<file path="config.mk">
export PLATFORM = sky130hd
export DESIGN_NAME = stflag_gen
export DESIGN_NICKNAME = d
export VERILOG_FILES = /design/src/rtl/stflag_pkg.sv /design/src/rtl/stflag_slice.sv /design/src/rtl/stflag_arith.sv /design/src/rtl/stflag_parity.sv /design/src/rtl/stflag_gen.sv
export SDC_FILE = /design/constraint.sdc
export NUM_CORES = 1
export LEC_CHECK = 0
export CORE_ASPECT_RATIO = 1.25
export CORE_MARGIN = 2
export CORE_UTILIZATION = 22
export DETAILED_ROUTE_END_ITERATION = 10
export PLACE_DENSITY = 0.95
export SLEW_MARGIN = 20
export SYNTH_ARGS = -nofsm -noshare
export SYNTH_HDL_FRONTEND = slang
export SYNTH_SLANG_ARGS = --single-unit
</file>
<file path="constraint.sdc">
create_clock -name clk -period 4.4 [get_ports clk]
set_clock_uncertainty 0.15 [all_clocks]
set_input_delay 0.88 -clock clk [delete_from_list [all_inputs] [get_ports clk]]
set_output_delay 0.88 -clock clk [all_outputs]
set_load 0.005 [all_outputs]
</file>
<file path="src/rtl/stflag_pkg.sv">
package stflag_pkg;
   localparam int FLG_W = 6;
   localparam int FLG_C = 0;
   localparam int FLG_P = 1;
   localparam int FLG_A = 2;
   localparam int FLG_Z = 3;
   localparam int FLG_S = 4;
   localparam int FLG_O = 5;

   typedef enum logic [1:0] {
      OPC_ADD   = 2'd0,
      OPC_SUB   = 2'd1,
      OPC_LOGIC = 2'd2,
      OPC_MOVE  = 2'd3
   } opc_e;

   typedef struct packed {
      logic ovf;
      logic sgn;
      logic zro;
      logic aux;
      logic par;
      logic cry;
   } flags_t;
endpackage

</file>
<file path="src/rtl/stflag_slice.sv">
module stflag_slice #(
   parameter int DATA_W = 32
) (
   input  logic [1:0]        size_sel,
   input  logic [DATA_W-1:0] opa,
   input  logic [DATA_W-1:0] opb,
   input  logic [DATA_W-1:0] res,
   output logic              a_top,
   output logic              b_top,
   output logic              r_top,
   output logic              r_zero
);
   localparam int LANES = 3;

   logic [LANES-1:0] at;
   logic [LANES-1:0] bt;
   logic [LANES-1:0] rt;
   logic [LANES-1:0] rz;

   for (genvar k = 0; k < LANES; k++) begin : g_lane
      localparam int LW = DATA_W >> (LANES - 1 - k);
      assign at[k] = opa[LW-1];
      assign bt[k] = opb[LW-1];
      assign rt[k] = res[LW-1];
      assign rz[k] = (res[LW-1:0] == '0);
   end

   always_comb begin
      case (size_sel)
         2'd0: begin
            a_top = at[0]; b_top = bt[0]; r_top = rt[0]; r_zero = rz[0];
         end
         2'd1: begin
            a_top = at[1]; b_top = bt[1]; r_top = rt[1]; r_zero = rz[1];
         end
         default: begin
            a_top = at[2]; b_top = bt[2]; r_top = rt[2]; r_zero = rz[2];
         end
      endcase
   end
endmodule

</file>
<file path="src/rtl/stflag_arith.sv">
module stflag_arith
   import stflag_pkg::*;
(
   input  opc_e op,
   input  logic a_top,
   input  logic b_top,
   input  logic r_top,
   input  logic a_nib,
   input  logic b_nib,
   input  logic r_nib,
   output logic cry,
   output logic aux,
   output logic ovf
);
   logic add_cry;
   logic sub_brw;
   logic nib_x;

   assign add_cry = (a_top & b_top) | ((a_top | b_top) & ~r_top);
   assign sub_brw = (~a_top & b_top) | ((~a_top | b_top) & r_top);
   assign nib_x   = a_nib ^ b_nib ^ r_nib;

   always_comb begin
      cry = 1'b0;
      aux = 1'b0;
      ovf = 1'b0;
      case (op)
         OPC_ADD: begin
            cry = add_cry;
            aux = nib_x;
            ovf = (a_top == b_top) && (r_top != a_top);
         end
         OPC_SUB: begin
            cry = sub_brw;
            aux = nib_x;
            ovf = (a_top != b_top) && (r_top != a_top);
         end
         default: ;
      endcase
   end
endmodule

</file>
<file path="src/rtl/stflag_parity.sv">
module stflag_parity #(
   parameter int PAR_W = 8
) (
   input  logic [PAR_W-1:0] bits,
   output logic             even
);
   assign even = ~(^bits);
endmodule

</file>
<file path="src/rtl/stflag_gen.sv">
module stflag_gen
   import stflag_pkg::*;
#(
   parameter int DATA_W  = 32,
   parameter int PAR_W   = 8,
   parameter int NIB_POS = 4
) (
   input  logic              clk,
   input  logic              rst_n,
   input  logic              upd_en,
   input  logic [1:0]        op_class,
   input  logic [1:0]        size_sel,
   input  logic [DATA_W-1:0] opa,
   input  logic [DATA_W-1:0] opb,
   input  logic [DATA_W-1:0] res,
   output logic [FLG_W-1:0]  flags_q
);
   localparam int NARROW_W = DATA_W / 4;

   if ((DATA_W % 4) != 0 || NARROW_W < 8) begin : g_bad_width
      $error("stflag_gen: DATA_W must be a multiple of 4 with a narrow lane of at least 8");
   end
   if (PAR_W < 1 || PAR_W > NARROW_W) begin : g_bad_par
      $error("stflag_gen: PAR_W must fit in the narrow lane");
   end
   if (NIB_POS < 1 || NIB_POS >= NARROW_W) begin : g_bad_nib
      $error("stflag_gen: NIB_POS must lie inside the narrow lane");
   end

   opc_e   op;
   logic   a_top, b_top, r_top, r_zero;
   logic   cry, aux, ovf, par;
   flags_t nxt;
   flags_t cur;
   logic   take;

   assign op = opc_e'(op_class);

   stflag_slice #(.DATA_W(DATA_W)) u_slice (
      .size_sel (size_sel),
      .opa      (opa),
      .opb      (opb),
      .res      (res),
      .a_top    (a_top),
      .b_top    (b_top),
      .r_top    (r_top),
      .r_zero   (r_zero)
   );

   stflag_arith u_arith (
      .op    (op),
      .a_top (a_top),
      .b_top (b_top),
      .r_top (r_top),
      .a_nib (opa[NIB_POS]),
      .b_nib (opb[NIB_POS]),
      .r_nib (res[NIB_POS]),
      .cry   (cry),
      .aux   (aux),
      .ovf   (ovf)
   );

   stflag_parity #(.PAR_W(PAR_W)) u_par (
      .bits (res[PAR_W-1:0]),
      .even (par)
   );

   always_comb begin
      nxt.cry = cry;
      nxt.par = par;
      nxt.aux = aux;
      nxt.zro = r_zero;
      nxt.sgn = r_top;
      nxt.ovf = ovf;
   end

   assign take = upd_en && (op != OPC_MOVE);

   always_ff @(posedge clk) begin
      if (!rst_n)
         cur <= '0;
      else if (take)
         cur <= nxt;
   end

   assign flags_q = cur;
endmodule

</file>
==> results of run 1 <==
layer usage:
metal / share of wire (%) / wire length (um) / GRT usage [%]
met3: 16 / 295 / 6.64
met5: 0 / 0 / 0
met4: 0 / 0 / 1.97
met1: 43 / 815 / 12.8
met2: 42 / 792 / 20.4
per-stage QoR:
| stage | hold slack [ns] | total power [mW] | cells | setup WS, ns | utilization (%) |
|---|---|---|---|---|---|
| 2_1_floorplan | 0.303 | 0.101 | 78 | 2.36 | - |
| 3_3_place_gp | 0.294 | 0.158 | 162 | 1.72 | 43.6 |
| 3_5_place_dp | 0.300 | 0.159 | 162 | 1.73 | 43.6 |
| 4_1_cts | 0.313 | 0.213 | 165 | 1.98 | 44.4 |
| 5_1_grt | 0.332 | 0.224 | 165 | 1.89 | 44.4 |
| 6_report | 0.310 | 0.209 | 165 | 1.98 | 44.4 |
placed cells by master, fill, tap and decap left out, types with 2 or more instances in the layout:
cell type / instances
nor2b_1: 3
nor4_1: 3
o21ai_0: 2
nor2_1: 6
inv_1: 8
clkdlybuf4s50_1: 52
ha_1: 4
mux2i_1: 5
dfxtp_1: 6
nand2_1: 8
o21a_1: 3
a21oi_1: 3
o21ai_1: 2
clkbuf_4: 3
xnor2_1: 5
nand4_1: 2
nor4_2: 2
kinds of logic (layout without fill, tap and decap cells):
kind of cell / after synthesis / count (layout) / synth area share, %
buffers and inverters: 10 / 63 / 6.90
xor gates and xnor gates: 6 / 6 / 8.52
adders and majority gates: 5 / 5 / 9.94
muxes: 5 / 5 / 8.11
AOI/OAI and AO/OA: 18 / 18 / 19.9
DFF: 6 / 6 / 19.5
and+or+nand+nor: 28 / 28 / 27.2
worst max-delay path, delay by kind of cell:
kind	cells	cell delay (ns)
AOI/OAI and AO/OA	2	0.22
adders and majority gates	1	0.32
buffers and inverters	1	0.62
muxes	1	0.27
and+or+nand+nor	1	0.08
cell type report:
cell class	instances	area, sq um	area share, %
Clock buffer	3	22.5	1.89
Inverter	8	30.0	2.52
Multi-Input combinational cell	62	454	38.2
Sequential cell	6	120	10.1
Tap cell	34	42.5	3.58
Timing Repair Buffer	52	520	43.7
worst paths after layout:
kind	slack [ns]	startpoint	endpoint
worst max-delay path	1.98	size_sel[0]	flags_q[0]
worst min-delay path	0.31	flags_q[1]	flags_q[1]
worst max register to register	3.52	flags_q[0]	flags_q[0]
worst min register to register	0.31	flags_q[1]	flags_q[1]
report_power, final:
group / switching [mW] / leakage [nW] / internal, mW
Clock: 0.0206 / 0.0138 / 0.0309
Sequential: 0.00216 / 0.0490 / 0.0582
Combinational: 0.0342 / 0.389 / 0.0632
==> metrics.md, run 1 <==
| Metric | Value |
|---|---|
| Post-CTS Hold Buffers | 0 |
| CTS tree | built |
| FFs w/ async S/R, synth | 0% |
| Total Nets Final | 240 |
| Initial core utilization | 23.0% |
| Worst Path Required | 4.38 ns |
| Post-CTS Resized | 0 |
| Crit Path Category | in -> reg |
| Syn Nets | 185 |
| Drt pass-1 iters | 3 |
| Maximum vdd ir drop | 0.0000960 V |
| Ant diodes | 0 |
| Final Hold Fails | 0 |
| Avg WL per Cell | 11.5 um |
| Total CTS buffers | 3 |
| R2R cell count | 2 |
| Max FFs per register | 6 |
| Die footprint | 3250 sq um |
| Vias/cell | 4.62 |
| PwrDens | 176 nW/um^2 |
| Count of pins over their slew limit | 0 |
| Fillers | 269 |
| Yosys reg bits | 6 |
| Via count | 763 |
| Longest Clk Path Bufs | 2 |
| Fin area | 1190 sq um |
| Mapped Cells | 78 |
| IO Port Bufs | 52 |
| # H-tree levels | 1 |
| Setup violators final | 0 |
| Hold Crit Class | reg -> reg |
| Worst slew margin | 76.7% |
| First-pass GRT wire length | 2.99 mm |
| Clock slew at reported path FFs | 0.05 ns |
| CP max stage delay | 0.62 ns |
| Root Driver | clkbuf_4 |
| Max-capacitance violation count | 0 |
| Mean area per synthesized cell | 7.91 sq um |
| Vias in the first global route | 750 |
| CP cell instances | clkdlybuf4s50_1 -> mux2i_1 -> o21ai_1 -> maj3_2 -> nor2_1 -> o22ai_1 |
| Clock Latency Late Sink | 0.24 ns |
| Total gr overflow | 0 |
| RePlAce Congestion | 0.737 |
| Clock sink count | 6 |
| Lkg Pwr | 0.451 nW |
| Post-layout min period | 2.42 ns |
| Hold Path Cell Cnt | 2 |
| Initial antenna violation count | 0 |
| Worst Setup End Kind | flop |
| Library cells used by synthesis | 31 |
| Final wirelength | 1.90 mm |
| Chip width | 51.4 um |
| Sequential area share after synthesis | 19.5% |
| Core Area | 2680 sq um |
| Area delta synth->final | 92.9% |
| Number of synthesized flops with an enable pin | 0 |
| Startpoint Class | primary input |
| Worst slew pin tran | 0.349 ns |
| I/O pins | 109 |
| RSZ-0062 raised after global routing | false |
| Pin count of the biggest net entering global routing | 12 |
| Share of layout cells above drive strength 1 | 6.11% |
| Slowest-stage cell, CP | clkdlybuf4s50_1 |
| Die Ht | 63.2 um |
| Top-area cell type share of the netlist area | 19.5% |
| Ys Warns | 0 |
| Share of the cycle needed by the critical path after routing | 55.0% |
| Cell taking the most area after synthesis | dfxtp_1 |
| Most used DFF post-synth | dfxtp_1 |
| Iter 0 DRT Violations | 9 |
| Routed Antenna Nets | 0 |
| Cell Area, Synth | 617 sq um |
| Crit path DAT | 2.40 ns |
| DP Area | 1170 sq um |
| Setup Buffers After CTS | 0 |
| # rows | 21 |
| Post-DP HPWL | 1.59 mm |
| Total track usage | 11.9% |
| Crit path max fanout | 6 |
| Status | finished, final reports clean |
| Remaining DRCs | 0 |
| Synth top cells by count | inv_1, nand2_1, dfxtp_1, nor2_1 |
| Sum Neg Setup Slack | 0 ns |
| Fmax | 413 MHz |
| Synth top area cells | dfxtp_1, ha_1, mux2i_1 |
No activity file was read; power rests on OpenSTA's default activity.
==> inputs of run 2 (changes only) <==
--- a/config.mk
+++ b/config.mk
@@ -7,9 +7,9 @@
 export LEC_CHECK = 0
 export CORE_ASPECT_RATIO = 1.25
 export CORE_MARGIN = 2
-export CORE_UTILIZATION = 22
+export CORE_UTILIZATION = 21
 export DETAILED_ROUTE_END_ITERATION = 10
-export PLACE_DENSITY = 0.95
+export PLACE_DENSITY = 0.93
 export SLEW_MARGIN = 20
 export SYNTH_ARGS = -nofsm -noshare
 export SYNTH_HDL_FRONTEND = slang
==> constraint.sdc (replaced) <==
create_clock -name clk -period 2.31 [get_ports clk]
set_clock_uncertainty 0.15 [all_clocks]
set_input_delay 0.462 -clock clk [delete_from_list [all_inputs] [get_ports clk]]
set_output_delay 0.462 -clock clk [all_outputs]
set_load 0.005 [all_outputs]
==> run 2 against run 1 <==
  * Flip-flop and latch count did not move
  * Global-route usage barely moved
  * Routed wire length rose by 2.4%
  * Sequential power rose by 90%
  * Critical path type unchanged
  * Via count fell by 1.2%
  * Register-to-register slack got worse by 2.1 ns
  * Clock power rose by 87%
  * Final area rose by 1.5%
==> metrics.md, run 2 (synthesis gave the netlist of run 1 again) <==
| Metric | Value |
|---|---|
| # H-tree levels | 1 (unchanged) |
| Hold Path Cell Cnt | 2 (unchanged) |
| Pin count of the biggest net entering global routing | 12 (unchanged) |
| RSZ-0062 raised after global routing | false (unchanged) |
| Total Nets Final | 242 (was 240) |
| Area delta synth->final | 95.7% (was 92.9%) |
| Worst Path Required | 2.29 ns (was 4.38 ns) |
| Total track usage | 11.9% (about the same) |
| Fin area | 1210 sq um (was 1190 sq um) |
| Worst Setup End Kind | flop (unchanged) |
| Fillers | 283 (was 269) |
| Most frequent cells in the layout | clkdlybuf4s50_1, inv_1, nand2_1, nor2_1, dfxtp_1 (unchanged) |
| First-pass GRT wire length | 3.12 mm (was 2.99 mm) |
| Ant diodes | 0 (unchanged) |
| Slowest-stage cell, CP | clkdlybuf4s50_1 (unchanged) |
| Via count | 754 (was 763) |
| NetSw | 107 uW (was 57.0 uW) |
| Clock sink count | 6 (unchanged) |
| IO Port Bufs | 52 (unchanged) |
| DP Area | 1180 sq um (was 1170 sq um) |
| Sum Neg Setup Slack | 0 ns (unchanged) |
| Final wirelength | 1.95 mm (was 1.90 mm) |
| Longest Clk Path Bufs | 2 (unchanged) |
| Lkg Pwr | 0.461 nW (was 0.451 nW) |
| Status | finished, final reports clean (unchanged) |
| Drt pass-1 iters | 3 (unchanged) |
| CTS tree | built (unchanged) |
| Switching Share | 26.8% (was 27.2%) |
| Clock power frac | 24.0% (was 24.6%) |
| Count of pins over their slew limit | 0 (unchanged) |
| CP max stage delay | 0.67 ns (was 0.62 ns) |
| Die Ht | 64.6 um (was 63.2 um) |
| Area of the multi-input gates | 454 sq um (unchanged) |
| Setup violators final | 0 (unchanged) |
| Post-DP HPWL | 1.70 mm (was 1.59 mm) |
| Initial core utilization | 21.5% (was 23.0%) |
| Sequential cell area | 120 sq um (unchanged) |
| Maximum vdd ir drop | 0.000232 V (was 0.0000960 V) |
| Startpoint Class | primary input (unchanged) |
| Pwr Total | 400 uW (was 209 uW) |
| Post-CTS Hold Buffers | 0 (unchanged) |
| Vias in the first global route | 756 (was 750) |
| Remaining DRCs | 0 (unchanged) |
| Routed Antenna Nets | 0 (unchanged) |
| Root Driver | clkbuf_4 (unchanged) |
| Avg WL per Cell | 11.5 um (about the same) |
| Vias/cell | 4.46 (was 4.62) |
| Final Hold Fails | 0 (unchanged) |
| Crit path DAT | 1.91 ns (was 2.40 ns) |
| Share of layout cells above drive strength 1 | 7.52% (was 6.11%) |
| R2R cell count | 2 (unchanged) |
| Max FFs per register | 6 (unchanged) |
| Initial antenna violation count | 0 (unchanged) |
| Total gr overflow | 0 (unchanged) |
| Combinational power share | 47.3% (was 46.5%) |
| Cell Int Power | 293 uW (was 152 uW) |
| RePlAce Congestion | 0.791 (was 0.737) |
| Hold_ws | 0.316 ns (was 0.310 ns) |
| Clock slew at reported path FFs | 0.05 ns (about the same) |
| CP most frequent cell | o21ai_1 |
| Share of the cycle needed by the critical path after routing | 83.6% |
| Worst slew margin | 77.4% (was 76.7%) |
| I/O pins | 109 (unchanged) |
| Setup Buffers After CTS | 0 (unchanged) |
| Fmax | 518 MHz |
| # rows | 22 (was 21) |
| Hold Crit Class | reg -> reg (unchanged) |
| Chip width | 52.5 um (was 51.4 um) |
| Total CTS buffers | 3 (unchanged) |
| Sequential share of power | 28.6% (was 28.8%) |
| Core Area | 2860 sq um (was 2680 sq um) |
| Max-capacitance violation count | 0 (unchanged) |
| PwrDens | 331 nW/um^2 (was 176 nW/um^2) |
| Crit path max fanout | 11 (was 6) |
| Most common cell after layout, fill and taps aside | clkdlybuf4s50_1 (unchanged) |
| CP cell instances | clkdlybuf4s50_1 -> nand2_1 -> o21ai_1 -> buf_4 -> nor2_1 -> mux2i_1 -> o21ai_1 (was clkdlybuf4s50_1 -> mux2i_1 -> o21ai_1 -> maj3_2 -> nor2_1 -> o22ai_1) |
| Crit Path Category | in -> reg (unchanged) |
| Die footprint | 3390 sq um (was 3250 sq um) |
| Post-layout min period | 1.93 ns |
| Post-CTS Resized | 0 (unchanged) |
| Worst slew pin tran | 0.338 ns (was 0.349 ns) |
| Clock Latency Late Sink | 0.24 ns (about the same) |
| Iter 0 DRT Violations | 10 (was 9) |
-- run 2: cell count changes in the layout (fill, tap and decap cells not counted) --
cell / change
buf_4: +2
-- run 2: metal layers --
| layer | up-vias | track usage (%) | wire, um |
|---|---|---|---|
| li1 | 390 | - | - |
| met1 | 318 | 13.6 | 781 |
| met2 | 46 | 19.4 | 843 |
| met3 | 0 | 6.68 | 324 |
| met4 | 0 | 1.92 | 0 |
| met5 | - | 0 | 0 |
-- run 2: through the flow --
step | cells | setup slack [ns] | utilization (%)
floorplan | 78 | 0.691 | -
global placement | 166 | 0.130 | 41.4
detailed placement | 166 | 0.137 | 41.4
CTS | 169 | 0.386 | 42.2
global route | 169 | 0.260 | 42.2
finish | 169 | 0.379 | 42.2
-- run 2: area by class of cell --
cell class | count | share of cell area, %
Timing Repair Buffer | 54 | 44.4
Multi-Input combinational cell | 62 | 37.6
Sequential cell | 6 | 9.95
Tap cell | 36 | 3.73
Inverter | 8 | 2.49
Clock buffer | 3 | 1.87
-- run 2: final timing paths --
path                                  start    endpoint  slack, ns
worst min-delay path             flags_q[1]  flags_q[1]       0.32
worst max register to register   flags_q[0]  flags_q[0]       1.45
worst max-delay path            size_sel[1]  flags_q[5]       0.38
worst min register to register   flags_q[1]  flags_q[1]       0.32
-- run 2: critical path: cells and delay by family --
family / cells / cell delay, ns
AO/OA/AOI/OAI: 2 / 0.25
multiplexers: 1 / 0.17
buffers and inverters: 2 / 0.82
AND/OR/NAND/NOR: 2 / 0.20
-- run 2: power groups by stage --
| stage | Combinational [mW] | Clock, mW | Sequential [mW] |
|---|---|---|---|
| finish | 0.189 | 0.0962 | 0.115 |
| global route | 0.209 | 0.109 | 0.115 |
| detailed placement | 0.190 | 0 | 0.116 |
| CTS | 0.192 | 0.103 | 0.114 |
| global placement | 0.188 | 0 | 0.116 |
| floorplan | 0.0746 | 0 | 0.117 |
==> inputs of run 3 (changes only) <==
--- a/config.mk
+++ b/config.mk
@@ -7,9 +7,9 @@
 export LEC_CHECK = 0
 export CORE_ASPECT_RATIO = 1.25
 export CORE_MARGIN = 2
-export CORE_UTILIZATION = 21
+export CORE_UTILIZATION = 19
 export DETAILED_ROUTE_END_ITERATION = 10
-export PLACE_DENSITY = 0.93
+export PLACE_DENSITY = 0.89
 export SLEW_MARGIN = 20
 export SYNTH_ARGS = -nofsm -noshare
 export SYNTH_HDL_FRONTEND = slang
==> constraint.sdc (replaced) <==
create_clock -name clk -period 1.6 [get_ports clk]
set_clock_uncertainty 0.15 [all_clocks]
set_input_delay 0.32 -clock clk [delete_from_list [all_inputs] [get_ports clk]]
set_output_delay 0.32 -clock clk [all_outputs]
set_load 0.005 [all_outputs]
==> run 3 against run 2 <==
  * Via count increased by 5.8%
  * Global-route usage decreased by 0.97 points
  * Sequential share of layout area decreased by 1.1 points
  * Highest routed layer unchanged
==> metrics.md, run 3 (synthesis gave the netlist of run 1 again) <==
| Metric | Value |
|---|---|
| Final Util | 43.0% (was 42.2%) |
| Switching Share | 26.3% (was 26.8%) |
| Total track usage | 10.9% (was 11.9%) |
| Core Area | 3170 sq um (was 2860 sq um) |
| Lkg Pwr | 0.645 nW (was 0.461 nW) |
| # rows | 23 (was 22) |
| Maximum vdd ir drop | 0.000489 V (was 0.000232 V) |
| Final Hold Fails | 0 (unchanged) |
| Area delta synth->final | 121% (was 95.7%) |
| Longest Clk Path Bufs | 2 (unchanged) |
| # H-tree levels | 1 (unchanged) |
| Total CTS buffers | 3 (unchanged) |
| Clock sink count | 6 (unchanged) |
| GR Util met1 | 11.4% (was 13.6%) |
| Final wirelength | 2.23 mm (was 1.95 mm) |
| Worst path buffer plus inverter count | 1 (was 2) |
| Chip width | 55.0 um (was 52.5 um) |
| Clock power frac | 32.9% (was 24.0%) |
| Crit path DAT | 1.09 ns (was 1.91 ns) |
| Die Ht | 67.7 um (was 64.6 um) |
| Post-place setup slack | -0.452 ns (was 0.137 ns) |
| RePlAce Congestion | 0.787 (was 0.791) |
| Iter 0 DRT Violations | 15 (was 10) |
| Pin count of the biggest net entering global routing | 9 (was 12) |
| IO Port Bufs | 52 (unchanged) |
| Worst Setup End Kind | output pin (was flop) |
| Worst slew margin | 82.9% (was 77.4%) |
| Met2 Usage GRT | 20.4% (was 19.4%) |
| Root Driver | clkbuf_8 (was clkbuf_4) |
| Status | finished, final reports clean (unchanged) |
| Final worst slack | 0.0450 ns (was 0.379 ns) |
| Top cell family by delay on the critical path | buffers and inverters (unchanged) |
| Vias in the first global route | 775 (was 756) |
| Avg WL per Cell | 12.4 um (was 11.5 um) |
| Max FFs per register | 6 (unchanged) |
| Crit Path Category | reg -> out (was in -> reg) |
| Ant diodes | 0 (unchanged) |
| PwrDens | 503 nW/um^2 (was 331 nW/um^2) |
| Worst Path Required | 1.13 ns (was 2.29 ns) |
| Hold Path Cell Cnt | 2 (unchanged) |
| Post-DP HPWL | 1.78 mm (was 1.70 mm) |
| CTS tree | built (unchanged) |
| Drt pass-1 iters | 3 (unchanged) |
| CP max stage delay | 0.52 ns (was 0.67 ns) |
| Sequential share of power | 24.3% (was 28.6%) |
| Total gr overflow | 0 (unchanged) |
| Setup violators final | 0 (unchanged) |
| NetSw | 181 uW (was 107 uW) |
| Total Nets Final | 251 (was 242) |
| Count of pins over their slew limit | 0 (unchanged) |
| Share of the cycle needed by the critical path after routing | 97.2% |
| Combinational power share | 42.8% (was 47.3%) |
| Fin area | 1360 sq um (was 1210 sq um) |
| Most frequent cells in the layout | dlygate4sd2_1, clkdlybuf4s50_1, dlymetal6s2s_1, buf_4, nand2_1 (was clkdlybuf4s50_1, inv_1, nand2_1, nor2_1, dfxtp_1) |
| Worst slew pin tran | 0.254 ns (was 0.338 ns) |
| Slowest-stage cell, CP | clkdlybuf4s50_1 (unchanged) |
| Max-capacitance violation count | 0 (unchanged) |
| Hold Crit Class | reg -> reg (unchanged) |
| Post-layout min period | 1.56 ns |
| Hold_ws | 0.312 ns (was 0.316 ns) |
| Clock slew at reported path FFs | 0.04 ns (was 0.05 ns) |
| Global-route track usage on met3 | 4.20% (was 6.68%) |
| Via count | 798 (was 754) |
| Crit path max fanout | 2 (was 11) |
| GR peak layer | met2 (unchanged) |
| R2R cell count | 2 (unchanged) |
| DP Area | 1240 sq um (was 1180 sq um) |
| Startpoint Class | flop (was primary input) |
| Hold endpoint | flags_q[1] (unchanged) |
| Clock Latency Late Sink | 0.22 ns (was 0.24 ns) |
| Most common cell after layout, fill and taps aside | dlygate4sd2_1 (was clkdlybuf4s50_1) |
| Cell Int Power | 505 uW (was 293 uW) |
| Hold path start | flags_q[1] (unchanged) |
| CP cell instances | clkdlybuf4s50_1 (was clkdlybuf4s50_1 -> nand2_1 -> o21ai_1 -> buf_4 -> nor2_1 -> mux2i_1 -> o21ai_1) |
| Fmax | 643 MHz |
| First-pass GRT wire length | 2.95 mm (was 3.12 mm) |
| Vias/cell | 4.46 (about the same) |
| Die footprint | 3720 sq um (was 3390 sq um) |
| Reg2reg end | flags_q[0] (unchanged) |
| Initial antenna violation count | 0 (unchanged) |
| Pwr Total | 685 uW (was 400 uW) |
| R2r setup slk | 0.75 ns (was 1.45 ns) |
| Worst r2r src | flags_q[0] (unchanged) |
| Share of layout cells above drive strength 1 | 23.9% (was 7.52%) |
| Initial core utilization | 19.5% (was 21.5%) |
| I/O pins | 109 (unchanged) |
| Post-CTS Hold Buffers | 0 (unchanged) |
| Routed Antenna Nets | 0 (unchanged) |
| Remaining DRCs | 0 (unchanged) |
==> run 3: cell type report <==
type | instances | area [sq um]
tap | 37 | 46.3
sequential | 6 | 120
timing repair buffer | 63 | 601
clock buffer | 3 | 41.3
fill | 324 | 1800
multi-input combinational | 62 | 524
inverter | 8 | 30.0
==> run 3: stage by stage <==
step                cells  setup TNS (ns)
finish                179               0
global route          179        -0.00439
CTS                   179               0
detailed placement    174           -1.97
global placement      174           -1.76
floorplan              78               0
==> run 3: how the worst max path moves through the flow <==
| stage | from | to | slack [ns] | cells after the start |
|---|---|---|---|---|
| floorplan | size_sel[0] | flags_q[0] | 0.12 | 6 |
| global placement | res[31] | flags_q[3] | -0.40 | 6 |
| detailed placement | res[31] | flags_q[3] | -0.45 | 6 |
| CTS | res[12] | flags_q[3] | 0.003 | 6 |
| global route | res[17] | flags_q[3] | -0.004 | 6 |
| finish | flags_q[3] | flags_q[3] | 0.04 | 1 |
==> run 3: metal layers <==
metal,part of all wire [%],wire (um)
met5,0,0
met4,0,0
met3,13,298
met2,47,1050
met1,40,881
==> run 3: what timing repair did <==
item | CTS | global route
setup buffers | 1 | 0
endpoints found under the setup margin | 5 | 4
resized for setup | 35 | 27
pin swaps | 19 | 17
cloned | 1 | 0
hold endpoints to repair | 0 | 0
==> run 3: power by group through the flow <==
stage	logic, mW	clock network [mW]	registers, mW
after global placement	0.286	0	0.168
after global routing	0.322	0.248	0.168
after floorplan	0.108	0	0.169
final	0.294	0.225	0.167
after CTS	0.282	0.239	0.166
after detailed placement	0.289	0	0.168
